==> src/rtl/lar_pkg.sv <==
package lar_pkg;
    localparam int NPORT = 7;
    localparam int NDIM  = 3;

    // one-hot bit positions of the ports
    localparam int B_LOCAL = 0;
    localparam int B_NORTH = 1;
    localparam int B_EAST  = 2;
    localparam int B_SOUTH = 3;
    localparam int B_WEST  = 4;
    localparam int B_UP    = 5;
    localparam int B_DOWN  = 6;

    typedef enum logic [1:0] {
        PH_IDLE    = 2'd0,
        PH_CHECK   = 2'd1,
        PH_RECOVER = 2'd2
    } phase_e;

    // dimension 0 = x, 1 = y, 2 = z
    function automatic int plus_bit(input int d);
        case (d)
            0:       return B_EAST;
            1:       return B_NORTH;
            default: return B_UP;
        endcase
    endfunction

    function automatic int minus_bit(input int d);
        case (d)
            0:       return B_WEST;
            1:       return B_SOUTH;
            default: return B_DOWN;
        endcase
    endfunction
endpackage

==> src/rtl/lar_next_hop.sv <==
module lar_next_hop
    import lar_pkg::*;
#(
    parameter int CW = 3
) (
    input  logic [NDIM-1:0][CW-1:0] here,
    input  logic [NPORT-1:0]        port,
    output logic [NDIM-1:0][CW-1:0] nbr
);
    for (genvar d = 0; d < NDIM; d++) begin : g_dim
        localparam int PB = plus_bit(d);
        localparam int MB = minus_bit(d);
        always_comb begin
            if (port[PB])
                nbr[d] = here[d] + CW'(1);
            else if (port[MB])
                nbr[d] = here[d] - CW'(1);
            else
                nbr[d] = here[d];
        end
    end
endmodule

==> src/rtl/lar_dor.sv <==
module lar_dor
    import lar_pkg::*;
#(
    parameter int CW = 3
) (
    input  logic [NDIM-1:0][CW-1:0] dst,
    input  logic [NDIM-1:0][CW-1:0] here,
    output logic [NPORT-1:0]        port
);
    logic found;
    always_comb begin
        port  = '0;
        found = 1'b0;
        for (int d = 0; d < NDIM; d++) begin
            if (!found && (dst[d] != here[d])) begin
                if (dst[d] > here[d])
                    port[plus_bit(d)] = 1'b1;
                else
                    port[minus_bit(d)] = 1'b1;
                found = 1'b1;
            end
        end
        if (!found)
            port[B_LOCAL] = 1'b1;
    end
endmodule

==> src/rtl/lar_vote.sv <==
module lar_vote
    import lar_pkg::*;
(
    input  logic [NPORT-1:0] a,
    input  logic [NPORT-1:0] b,
    input  logic [NPORT-1:0] c,
    output logic [NPORT-1:0] maj,
    output logic             single
);
    always_comb begin
        maj    = (a & b) | (a & c) | (b & c);
        single = ($countones(maj) == 1);
    end
endmodule

==> src/rtl/lar_route_guard.sv <==
module lar_route_guard
    import lar_pkg::*;
#(
    parameter int CW = 3
) (
    input  logic             clk,
    input  logic             rst_n,
    input  logic             in_valid,
    input  logic             in_head,
    input  logic [CW-1:0]    dst_x,
    input  logic [CW-1:0]    dst_y,
    input  logic [CW-1:0]    dst_z,
    input  logic [NPORT-1:0] in_port,
    input  logic [CW-1:0]    cur_x,
    input  logic [CW-1:0]    cur_y,
    input  logic [CW-1:0]    cur_z,
    input  logic [NPORT-1:0] inj_mask,
    output logic             stall,
    output logic             out_valid,
    output logic [NPORT-1:0] out_port,
    output logic             sw_req,
    output logic [NPORT-1:0] sw_port,
    output logic             vote_err
);
    typedef struct packed {
        phase_e                  phase;
        logic [NDIM-1:0][CW-1:0] dst;
        logic [NPORT-1:0]        carried;
        logic [NPORT-1:0]        r1;
        logic [NPORT-1:0]        r2;
        logic [NPORT-1:0]        route;
        logic                    ov;
        logic [NPORT-1:0]        op;
        logic                    sr;
        logic [NPORT-1:0]        sp;
        logic                    verr;
    } st_t;

    st_t st_d, st_q;

    logic [NDIM-1:0][CW-1:0] here;
    logic [NDIM-1:0][CW-1:0] live_dst;
    logic [NDIM-1:0][CW-1:0] eng_dst;
    logic [NPORT-1:0]        eng_port;
    logic [NDIM-1:0][CW-1:0] eng_nbr;
    logic [NPORT-1:0]        eng_raw;
    logic [NPORT-1:0]        eng_res;
    logic [NPORT-1:0]        maj;
    logic                    maj_single;
    logic                    idle;

    assign here     = {cur_z, cur_y, cur_x};
    assign live_dst = {dst_z, dst_y, dst_x};
    assign idle     = (st_q.phase == PH_IDLE);

    // one shared engine: live operands on the first pass, captured ones after
    assign eng_dst  = idle ? live_dst : st_q.dst;
    assign eng_port = idle ? in_port  : st_q.carried;

    lar_next_hop #(.CW(CW)) u_hop (
        .here (here),
        .port (eng_port),
        .nbr  (eng_nbr)
    );

    lar_dor #(.CW(CW)) u_dor (
        .dst  (eng_dst),
        .here (eng_nbr),
        .port (eng_raw)
    );

    assign eng_res = eng_raw ^ inj_mask;

    lar_vote u_vote (
        .a      (st_q.r1),
        .b      (st_q.r2),
        .c      (eng_res),
        .maj    (maj),
        .single (maj_single)
    );

    always_comb begin
        st_d      = st_q;
        st_d.ov   = 1'b0;
        st_d.sr   = 1'b0;
        st_d.verr = 1'b0;
        case (st_q.phase)
            PH_IDLE: begin
                if (in_valid) begin
                    st_d.sr = 1'b1;
                    if (in_head) begin
                        st_d.sp      = in_port;
                        st_d.carried = in_port;
                        st_d.dst     = live_dst;
                        st_d.r1      = eng_res;
                        st_d.phase   = PH_CHECK;
                    end else begin
                        st_d.sp = st_q.carried;
                        st_d.ov = 1'b1;
                        st_d.op = st_q.route;
                    end
                end
            end
            PH_CHECK: begin
                if (eng_res == st_q.r1) begin
                    st_d.ov    = 1'b1;
                    st_d.op    = st_q.r1;
                    st_d.route = st_q.r1;
                    st_d.phase = PH_IDLE;
                end else begin
                    st_d.r2    = eng_res;
                    st_d.phase = PH_RECOVER;
                end
            end
            PH_RECOVER: begin
                st_d.ov    = 1'b1;
                st_d.op    = maj_single ? maj : st_q.r1;
                st_d.route = maj_single ? maj : st_q.r1;
                st_d.verr  = !maj_single;
                st_d.phase = PH_IDLE;
            end
            default: st_d.phase = PH_IDLE;
        endcase
    end

    always_ff @(posedge clk) begin
        if (!rst_n)
            st_q <= '0;
        else
            st_q <= st_d;
    end

    assign stall     = !idle;
    assign out_valid = st_q.ov;
    assign out_port  = st_q.op;
    assign sw_req    = st_q.sr;
    assign sw_port   = st_q.sp;
    assign vote_err  = st_q.verr;
endmodule

==> config.mk <==
export PLATFORM = sky130hd
export DESIGN_NAME = lar_route_guard
export DESIGN_NICKNAME = d
export VERILOG_FILES = /design/src/rtl/lar_pkg.sv /design/src/rtl/lar_next_hop.sv /design/src/rtl/lar_dor.sv /design/src/rtl/lar_vote.sv /design/src/rtl/lar_route_guard.sv
export SDC_FILE = /design/constraint.sdc
export NUM_CORES = 1
export LEC_CHECK = 0
export BUFFER_PORTS_ARGS = -buffer_cell sky130_fd_sc_hd__buf_2
export CAP_MARGIN = 20
export CORE_MARGIN = 2
export CORE_UTILIZATION = 25
export CTS_CLUSTER_DIAMETER = 200
export DETAILED_ROUTE_END_ITERATION = 8
export MAX_ROUTING_LAYER = met4
export PLACE_DENSITY = 0.5
export SLEW_MARGIN = 20
export SYNTH_ARGS = -nofsm -noshare
export SYNTH_HDL_FRONTEND = slang
export SYNTH_SLANG_ARGS = --single-unit
==> constraint.sdc <==
create_clock -name clk -period 8.5 [get_ports clk]
set_input_delay 0.85 -clock clk [delete_from_list [all_inputs] [get_ports clk]]
set_output_delay 0.85 -clock clk [all_outputs]
set_load 0.05 [all_outputs]
==> results.txt <==
outcome -> finished, final reports clean
worst slew pin tran -> 0.978 ns
Power Density -> 177 nW/um^2
remaining global-route overflow -> 0
Final Setup Violations -> 0
worst rel slew slack -> 34.7%
sequential share of power -> 41.1%
Worst IR Drop VDD -> 69.7 uV
Final #Nets -> 527
Util after Layout -> 28.8%
dominant cell type by area after synthesis -> dfxtp_1
antenna diode count -> 0
Post-CTS Setup Repair Bufs -> 0
pin count of the biggest net entering global routing -> 43
CP Capture Type -> flip-flop
worst-path fanout max -> 16
# fillers -> 1537
Setup CP Type -> flip-flop to flip-flop
Worst Path Arrival -> 6.91 ns
Mapped Nets -> 500
synthesis-stage register bit count -> 56
Starting Density -> 25.4%
Sink Count -> 56
H-tree depth -> 2
startpoint types -> flip-flop
Syn Inst Count -> 434
RePlAce Congestion -> 0.818
fin crit share -> 78.6%
unrepaired setup endpoints after global routing -> false
top cells by area, synth -> dfxtp_1 32%, ha_1 9.7%, nand2_1 5.6%
max-slew violations -> 0
port buffer count -> 53
ys flop type -> dfxtp_1
Avg WL per Cell -> 14.3 microns
Num CTS Buffers -> 5
# rows -> 43
Area Growth Syn to Fin -> 13.5%
TritonRoute pass-1 iters -> 4
HP Class -> flip-flop to flip-flop
sequential-to-total area share from yosys stat -> 32.0%
Leak -> 1.69 nW
clk_lat worst skew -> 0.30 ns
combinational share of power -> 29.2%
min Tclk post-route -> 6.68 ns
Root Buffer -> clkbuf_16
I/O pin count -> 54
number of enable flip-flop cells after synthesis -> 0
Max-Cap Viols -> 0
Total GRT Usage -> 13.3%
DRC violations left -> 0
synthesized area per cell -> 8.06 sq um
first-pass GRT wire length -> 15.3 mm
Hold WS -> 0.454 ns
post-synth top area share -> 32.0%
Tot Pwr -> 0.000703 W
number of global-route vias before repair -> 2929
CTS tree -> built
Sw Share -> 34.1%
clk buf depth -> 2
Vias -> 2999
Peak Freq -> 150 MHz
core footprint -> 13800 sq um
clock power share -> 29.7%
library cells used by synthesis -> 47
Die Wd -> 122 microns
internal power -> 0.000463 W
final wirelength -> 9.18 mm
First DRT Iteration DRCs -> 130
post-route ant nets -> 0
dpl cell area -> 3820 sq um
Ys Warns -> 0
cts repair resizes -> 0
Fin. Hold Viols -> 0
DIE AREA -> 15000 sq um
DP Wirelength -> 6.96 mm
height of the die -> 122 microns
Worst EP required -> 8.73 ns
layout cell share with drive strength beyond 1 -> 16.9%
asr flop ratio synth -> 0%
Clock transition at path regs -> 0.07 ns
Switch Pwr -> 0.000240 W
post-route cell area -> 3970 sq um
Fin Setup TNS -> 0 ns
CTS Hold Bufs -> 0
Max Clock Skew -> 0.00646 ns
number of antenna violations at the first check in global routing -> 0
Mapped Area -> 3500 sq um
vias per cell -> 4.67
==> logic make-up (layout without fill, tap and decap cells) <==
logic type,count (synthesis),count (layout),share of synthesized area (%)
AOI/OAI and AO/OA,102,102,17.8
adders and majority gates,30,30,11.4
muxes,25,25,7.44
and+or+nand+nor,154,154,20.7
xor gates and xnor gates,13,13,3.25
buffers and inverters,54,82,7.37
DFF,56,56,32.0
==> layout make-up <==
| type | instances | area, sq um | area share (%) |
|---|---|---|---|
| clock buffer | 6 | 129 | 3.25 |
| clock inverter | 2 | 16.3 | 0.410 |
| inverter | 18 | 67.6 | 1.70 |
| multi-input combinational | 324 | 2120 | 53.5 |
| sequential | 56 | 1120 | 28.2 |
| tap | 180 | 225 | 5.67 |
| timing repair buffer | 56 | 288 | 7.25 |
==> path summary, 6_finish.rpt <==
| kind | start | endpoint | cells past startpoint | slack [ns] |
|---|---|---|---|---|
| setup / recovery | st_q[54] | st_q[21] | 25 | 1.82 |
| hold / removal | st_q[38] | st_q[38] | 2 | 0.45 |
| setup reg to reg | st_q[54] | st_q[21] | 25 | 1.82 |
| hold reg to reg | st_q[38] | st_q[38] | 2 | 0.45 |
==> Yosys cell counts, types with 9 or more instances <==
master,n
dfxtp_1,56
nand2_1,52
nor2_1,47
a21oi_1,35
ha_1,27
clkbuf_1,20
mux2i_1,17
a211oi_1,16
inv_1,16
buf_4,14
o21ai_0,13
o21ai_1,11
a31oi_1,9
nor3_1,9
==> registers in the layout, indices dropped and copies added (netlist names) <==
register,cells
out_port,7
out_valid,1
st_q,39
sw_port,7
sw_req,1
vote_err,1
==> power groups by stage <==
stage	registers, W	clock network, W	logic [W]
2_1_floorplan	0.000293	0	0.000155
3_3_place_gp	0.000294	0	0.000203
3_5_place_dp	0.000295	0	0.000206
4_1_cts	0.000288	0.000216	0.000207
5_1_grt	0.000291	0.000227	0.000232
6_report	0.000289	0.000209	0.000205
==> critical path, stage by stage (launching register included) <==
cell	delay, ns
dfxtp_1	0.40
nor2_2	0.63
mux2_2	0.46
nor2_1	0.11
a22oi_1	0.09
xor2_1	0.16
ha_1	0.34
and3_1	0.25
nor3b_1	0.26
xnor2_1	0.23
inv_2	0.07
ha_1	0.19
nor3_1	0.29
nor2_1	0.08
ha_1	0.32
fa_1	0.54
ha_1	0.16
inv_1	0.06
fa_1	0.50
nor4bb_1	0.22
a31oi_1	0.12
buf_4	0.20
nor2_1	0.28
nor2_1	0.06
or4b_1	0.46
a21oi_1	0.13
==> metrics by stage <==
stage | cells | worst slack, ns
finish | 642 | 1.82
global route | 642 | 1.19
CTS | 642 | 1.82
detailed placement | 634 | 1.88
global placement | 634 | 2.06
floorplan | 434 | 2.54
==> layout by cell type (no fill, tap or decap), types with 3 or more instances in the layout <==
cell type / count
a31oi_1: 9
nand2b_1: 8
xnor2_1: 8
and3_1: 4
a22oi_1: 3
fa_1: 3
or3_1: 4
nor3_1: 9
dfxtp_1: 56
nand2_1: 52
a21oi_1: 35
buf_2: 53
a221oi_1: 3
inv_1: 16
nor2_1: 46
mux2i_1: 17
nand3_1: 8
clkbuf_16: 5
o21ai_0: 13
nor2b_1: 8
a211oi_1: 16
ha_1: 27
o21ai_1: 11
xor2_1: 5
buf_4: 3
mux2_2: 8
==> per-layer routing <==
metal | global-route usage, % | wire [microns] | vias up
li1 | - | - | 1559
met1 | 17.8 | 4510 | 1368
met2 | 20.7 | 4180 | 60
met3 | 2.00 | 313 | 12
met4 | 4.38 | 166 | 0
met5 | - | 0 | -
Note: power is estimated with default switching activity, not from simulation.
